## src/rtl/irq_vec_pkg.sv

```systemverilog
package irq_vec_pkg;
   // Source slots, listed from highest to lowest priority
   localparam int unsigned SLOT_NMI = 0;
   localparam int unsigned SLOT_C   = 1;
   localparam int unsigned SLOT_B   = 2;
   localparam int unsigned SLOT_A   = 3;
   localparam int unsigned SLOT_EXT = 4;
   localparam int unsigned NUM_SLOT = 5;
   // Restart inputs, listed by mask bit position
   localparam int unsigned NUM_RST  = 3;
endpackage

```

## src/rtl/irq_src_capture.sv

```systemverilog
module irq_src_capture #(
   parameter int unsigned         N        = 3,
   parameter logic [N-1:0]        EDGE_SEL = 3'b100
) (
   input  logic         clk_i,
   input  logic         rst_ni,
   input  logic [N-1:0] pin_i,
   input  logic [N-1:0] clr_i,
   output logic [N-1:0] req_o
);
   for (genvar g = 0; g < N; g++) begin : g_src
      if (EDGE_SEL[g]) begin : g_edge
         logic prev_q, pend_q;
         always_ff @(posedge clk_i or negedge rst_ni) begin
            if (!rst_ni) begin
               prev_q <= 1'b0;
               pend_q <= 1'b0;
            end else begin
               prev_q <= pin_i[g];
               pend_q <= (pin_i[g] & ~prev_q) | (pend_q & ~clr_i[g]);
            end
         end
         assign req_o[g] = pend_q;
      end else begin : g_level
         logic unused_clr;
         assign unused_clr = clr_i[g];
         assign req_o[g]   = pin_i[g];
      end
   end
endmodule

```

## src/rtl/irq_prio_pick.sv

```systemverilog
module irq_prio_pick #(
   parameter int unsigned           N       = 5,
   parameter int unsigned           VEC_W   = 16,
   parameter logic [N*VEC_W-1:0]    VEC_TAB = '0
) (
   input  logic [N-1:0]     pend_i,
   output logic [N-1:0]     grant_o,
   output logic [VEC_W-1:0] vec_o,
   output logic             any_o
);
   // Slot 0 has the highest priority: scan from the lowest so that it wins last
   always_comb begin
      grant_o = '0;
      vec_o   = '0;
      for (int i = N - 1; i >= 0; i--) begin
         if (pend_i[i]) begin
            grant_o    = '0;
            grant_o[i] = 1'b1;
            vec_o      = VEC_TAB[i*VEC_W +: VEC_W];
         end
      end
   end
   assign any_o = |pend_i;
endmodule

```

## src/rtl/irq_vector_ctrl.sv

```systemverilog
module irq_vector_ctrl
   import irq_vec_pkg::*;
#(
   parameter int unsigned VEC_W    = 16,
   parameter int unsigned NMI_VEC  = 32'h0024,
   parameter int unsigned A_VEC    = 32'h002C,
   parameter int unsigned B_VEC    = 32'h0034,
   parameter int unsigned C_VEC    = 32'h003C,
   parameter int unsigned EXT_VEC  = 32'h0000,
   parameter logic [2:0]  EDGE_SEL = 3'b100
) (
   input  logic             clk_i,
   input  logic             rst_ni,
   input  logic             nmi_i,
   input  logic             irq_a_i,
   input  logic             irq_b_i,
   input  logic             irq_c_i,
   input  logic             ext_req_i,
   input  logic             ien_set_i,
   input  logic             ien_clr_i,
   input  logic             mask_we_i,
   input  logic [2:0]       mask_i,
   input  logic             boundary_i,
   output logic             take_o,
   output logic [VEC_W-1:0] vector_o,
   output logic             ext_ack_o
);
   localparam logic [VEC_W-1:0] V_NMI = VEC_W'(NMI_VEC);
   localparam logic [VEC_W-1:0] V_A   = VEC_W'(A_VEC);
   localparam logic [VEC_W-1:0] V_B   = VEC_W'(B_VEC);
   localparam logic [VEC_W-1:0] V_C   = VEC_W'(C_VEC);
   localparam logic [VEC_W-1:0] V_EXT = VEC_W'(EXT_VEC);
   localparam logic [NUM_SLOT*VEC_W-1:0] VEC_TAB = {V_EXT, V_A, V_B, V_C, V_NMI};

   if (VEC_W < 8 || VEC_W > 32) begin : g_bad_width
      $error("irq_vector_ctrl: VEC_W out of range");
   end
   if (NMI_VEC >= (64'd1 << VEC_W) || A_VEC >= (64'd1 << VEC_W) ||
       B_VEC >= (64'd1 << VEC_W) || C_VEC >= (64'd1 << VEC_W)) begin : g_bad_vec
      $error("irq_vector_ctrl: vector does not fit VEC_W");
   end
   if (NMI_VEC == A_VEC || NMI_VEC == B_VEC || NMI_VEC == C_VEC ||
       A_VEC == B_VEC || A_VEC == C_VEC || B_VEC == C_VEC) begin : g_dup_vec
      $error("irq_vector_ctrl: fixed vectors must differ");
   end

   logic                ien_q;
   logic [NUM_RST-1:0]  mask_q;
   logic [NUM_RST-1:0]  rst_pin, rst_req, rst_clr;
   logic [NUM_SLOT-1:0] pend, grant;
   logic [VEC_W-1:0]    win_vec;
   logic                any_pend, accept, maskable_win;
   logic                take_q, ack_q;
   logic [VEC_W-1:0]    vec_q;

   assign rst_pin = {irq_c_i, irq_b_i, irq_a_i};

   irq_src_capture #(.N(NUM_RST), .EDGE_SEL(EDGE_SEL)) u_capture (
      .clk_i (clk_i),
      .rst_ni(rst_ni),
      .pin_i (rst_pin),
      .clr_i (rst_clr),
      .req_o (rst_req)
   );

   always_comb begin
      pend           = '0;
      pend[SLOT_NMI] = nmi_i;
      pend[SLOT_C]   = rst_req[2] & ien_q & ~mask_q[2];
      pend[SLOT_B]   = rst_req[1] & ien_q & ~mask_q[1];
      pend[SLOT_A]   = rst_req[0] & ien_q & ~mask_q[0];
      pend[SLOT_EXT] = ext_req_i & ien_q;
   end

   irq_prio_pick #(.N(NUM_SLOT), .VEC_W(VEC_W), .VEC_TAB(VEC_TAB)) u_pick (
      .pend_i (pend),
      .grant_o(grant),
      .vec_o  (win_vec),
      .any_o  (any_pend)
   );

   assign accept       = boundary_i & any_pend;
   assign maskable_win = accept & ~grant[SLOT_NMI];
   assign rst_clr      = {grant[SLOT_C], grant[SLOT_B], grant[SLOT_A]} & {NUM_RST{boundary_i}};

   always_ff @(posedge clk_i or negedge rst_ni) begin
      if (!rst_ni) begin
         ien_q  <= 1'b0;
         mask_q <= '1;
         take_q <= 1'b0;
         ack_q  <= 1'b0;
         vec_q  <= '0;
      end else begin
         if (maskable_win || ien_clr_i) ien_q <= 1'b0;
         else if (ien_set_i)            ien_q <= 1'b1;
         if (mask_we_i) mask_q <= mask_i;
         take_q <= accept;
         ack_q  <= accept & grant[SLOT_EXT];
         vec_q  <= accept ? win_vec : '0;
      end
   end

   assign take_o    = take_q;
   assign ext_ack_o = ack_q;
   assign vector_o  = vec_q;
endmodule

```

## config.mk

```make
export PLATFORM = sky130hd
export DESIGN_NAME = irq_vector_ctrl
export DESIGN_NICKNAME = d
export VERILOG_FILES = /design/src/rtl/irq_vec_pkg.sv /design/src/rtl/irq_src_capture.sv /design/src/rtl/irq_prio_pick.sv /design/src/rtl/irq_vector_ctrl.sv
export SDC_FILE = /design/constraint.sdc
export NUM_CORES = 1
export LEC_CHECK = 0
export BUFFER_PORTS_ARGS = -buffer_cell sky130_fd_sc_hd__buf_2
export CORE_MARGIN = 5
export CORE_UTILIZATION = 25
export DETAILED_ROUTE_END_ITERATION = 10
export GPL_ROUTABILITY_DRIVEN = 0
export GPL_TIMING_DRIVEN = 0
export HOLD_SLACK_MARGIN = 0.12
export PLACE_DENSITY = 0.48
export SYNTH_ARGS = -nofsm -noshare
export SYNTH_HDL_FRONTEND = slang
export SYNTH_SLANG_ARGS = --single-unit
export TNS_END_PERCENT = 30
```

## constraint.sdc

```tcl
create_clock -name clk_i -period 1.08 [get_ports clk_i]
set_input_delay 0.108 -clock clk_i [delete_from_list [all_inputs] [get_ports clk_i]]
set_output_delay 0.108 -clock clk_i [all_outputs]
set_load 0.02 [all_outputs]
```

==> results.py <==
metrics = {
    "grt": {
        "grt_max_degree": 12,
        "grt.overflow.total": 0,
        "track_usage": 0.07057,
        "antenna_found_initial": 0,
        "grt_pass1_wl_mm": 1.773,
        "grt_pass1_vias": 425,
    },
    "detailed_routing": {
        "highest_layer": "met4",
        "vias": 440,
        "antenna_left": 0,
        "drc": 0,
        "dr.pass1.iters": 2,
        "wl_met2_um": 503,
        "routedWlPerCell_um": 8.823,
        "m1WireLength_um": 464,
        "met3_length_um": 122,
        "vias_per_cell": 3.548,
        "drtIter0Drc": 5,
        "wl_mm": 1.094,
    },
    "sta": {
        "fmax_mhz": 914.8,
        "timing.final.ws_setup_ns": -0.01312,
        "final.period_utilization": 1.012,
        "drv_slew": 0,
        "rsz0062_at_grt": "true",
        "final_hold_viol_count": 0,
        "layout_min_cycle_time_ns": 1.093,
        "final.setup_skew_ns": 0.002314,
        "whs_ns": 0.1323,
        "setup_violations": 2,
    },
    "worst_setup_path": {
        "cp.arrival_ns": 1.30,
        "end_kind": "register",
        "worst_setup_path_start_kind": "register",
        "cp.required_ns": 1.28,
        "path_class": "reg2reg",
        "worst-path-max-fanout": 4,
    },
    "finish": {
        "nets": 111,
        "final_common_cell": "buf_2",
        "insertedDiodeCount": 0,
        "final_cells": 124,
        "final_cell_mix": "buf_2 (19), buf_4 (15), conb_1 (12)",
        "area_growth_pct": 53.79,
        "drive_above_1_share": 0.4896,
        "fin_util": 0.3973,
    },
    "cts": {
        "numClockSinks": 11,
        "htreeDepth": 1,
        "clk_pin_slew_worst_paths_ns": 0.07,
        "cts_root_buf": "clkbuf_4",
        "cts_max_path_buffers": 2,
        "numCtsBuffers": 3,
        "cts_tree": "yes",
        "clkLatencyLatePin_ns": 0.26,
    },
    "place": {
        "place_ws_ns": -0.08184,
        "port_buffers": 19,
        "dp_cells": 110,
    },
    "run": {
        "drv_cap": 0,
    },
    "floorplan": {
        "ioPinCount": 32,
        "die-width_um": 57.35,
        "fp.coreArea_um2": 2170,
        "die-area_um2": 3289,
        "initial_core_util": 0.2584,
        "rows": 17,
        "dieHeight_um": 57.35,
    },
    "outcome": {
        "violations": "negative setup slack",
        "status": "finished with violations",
    },
    "power_and_ir_drop": {
        "power.internal_mw": 0.7188,
        "pwr-share-comb": 0.256,
        "netSwitchingFraction": 0.2718,
        "p_leak_nw": 0.4601,
        "seqPwrFrac": 0.471,
        "powerDensity_nw_per_um2": 1145,
        "clock_power_share": 0.273,
        "p_sw_mw": 0.2682,
        "vdd_drop_max_mv": 0.5170,
    },
    "logic_synthesis": {
        "synth_adder_area_share": 0,
        "syn_area_um2": 560.5,
        "ys_seq_area_frac": 0.4978,
        "ys_ff_latch": 11,
        "synth_top_family_by_area": "buffers and inverters",
        "synthCells": 52,
        "synth-xor-area-share": 0,
        "muxShareOfSynthArea": 0.06027,
        "yosysWarningCount": 0,
        "synth_compound_area_frac": 0.08482,
        "synth_cell_types": 20,
        "synth.avg_cell_area_um2": 10.78,
        "synth-simple-area-share": 0.1629,
    },
    "min_path": {
        "hold_path.class": "in2reg",
    },
}
-- worst max-delay path, stage by stage, from the launching register on --
cell,delay (ns)
dfstp_2,0.55
nor2b_4,0.06
o31ai_2,0.25
and3_1,0.18
-- synthesized netlist by cell type (all sizes together) --
master	instances	area (um2)
conb	1	3.750
nand3b	1	7.510
mux2	3	33.78
dfstp	3	78.83
a21oi	1	5.000
nor2b	3	28.78
dfrtp	8	200.2
nor2	6	22.52
o21a	1	7.510
nand2b	1	6.260
nand2	2	7.510
a21boi	1	7.510
buf	13	97.59
o21ai	3	15.01
inv	2	7.510
o31ai	1	12.51
and3	1	6.260
nor4	1	12.51
-- sequential cells by signal (all words and copies together), names as in the netlist --
register	flops
ext_ack_o	1
ien_q	1
mask_q	3
take_o	1
u_capture.g_src.g_edge.pend_q	1
u_capture.g_src.g_edge.prev_q	1
vector_o	3
-- path summary, 6_finish.rpt --
kind | start | to | slack [ns] | cells after the start
max reg2reg | mask_q[2] | ext_ack_o | -0.01 | 3
min reg2reg | u_capture.g_src[2].g_edge.prev_q | u_capture.g_src[2].g_edge.pend_q | 0.42 | 1
max in group asynchronous | rst_ni | mask_q[2] | 0.57 | 2
min in group asynchronous | rst_ni | vector_o[2] | 0.24 | 2
max | mask_q[2] | ext_ack_o | -0.01 | 3
min | ext_req_i | ext_ack_o | 0.13 | 2
-- per-stage QoR --
stage | setup TNS (ns) | power [mW] | cell area, um2
2_1_floorplan | 0 | 0.6242 | 601.8
3_3_place_gp | -0.1463 | 0.6812 | 732.0
3_5_place_dp | -0.1399 | 0.6842 | 732.0
4_1_cts | -0.04296 | 1.006 | 862.1
5_1_grt | -0.1914 | 1.048 | 862.1
6_report | -0.02190 | 0.9870 | 862.1
-- power by group through the flow --
stage	clock network, mW	registers (mW)	logic, mW
floorplan	0	0.483	0.141
global placement	0	0.473	0.208
detailed placement	0	0.474	0.210
CTS	0.288	0.465	0.254
global route	0.303	0.469	0.275
finish	0.270	0.465	0.253
-- what timing repair did --
| item | CTS | global route |
|---|---|---|
| resized for setup | 3 | 1 |
| hold buffers | 8 | 0 |
| endpoints found under the hold margin | 19 | 0 |
| pin swaps | 2 | 3 |
| endpoints found under the setup margin | 4 | 5 |
| setup buffers | 2 | 0 |
| cloned | 0 | 0 |
-- layer usage --
layer	vias up	GRT usage
met5	-	0
met4	0	0.03974
met3	2	0.03167
met2	18	0.1081
met1	186	0.08116
li1	234	-
-- logic make-up (layout without fill, tap and decap cells) --
family,Yosys count,count (layout)
flip-flops,11,11
AND/OR/NAND/NOR,15,15
multiplexers,3,3
buffers and inverters,15,48
other,1,12
AO/OA/AOI/OAI,7,7
-- area by class of cell --
class	instances	area, um2
fill	238	1308
sequential	11	279.0
multi-input combinational	37	226.5
timing repair buffer	29	190.2
buffer	13	97.59
tap	28	35.03
clock buffer	4	26.28
inverter	2	7.507
No activity file was read; power rests on OpenSTA's default activity.
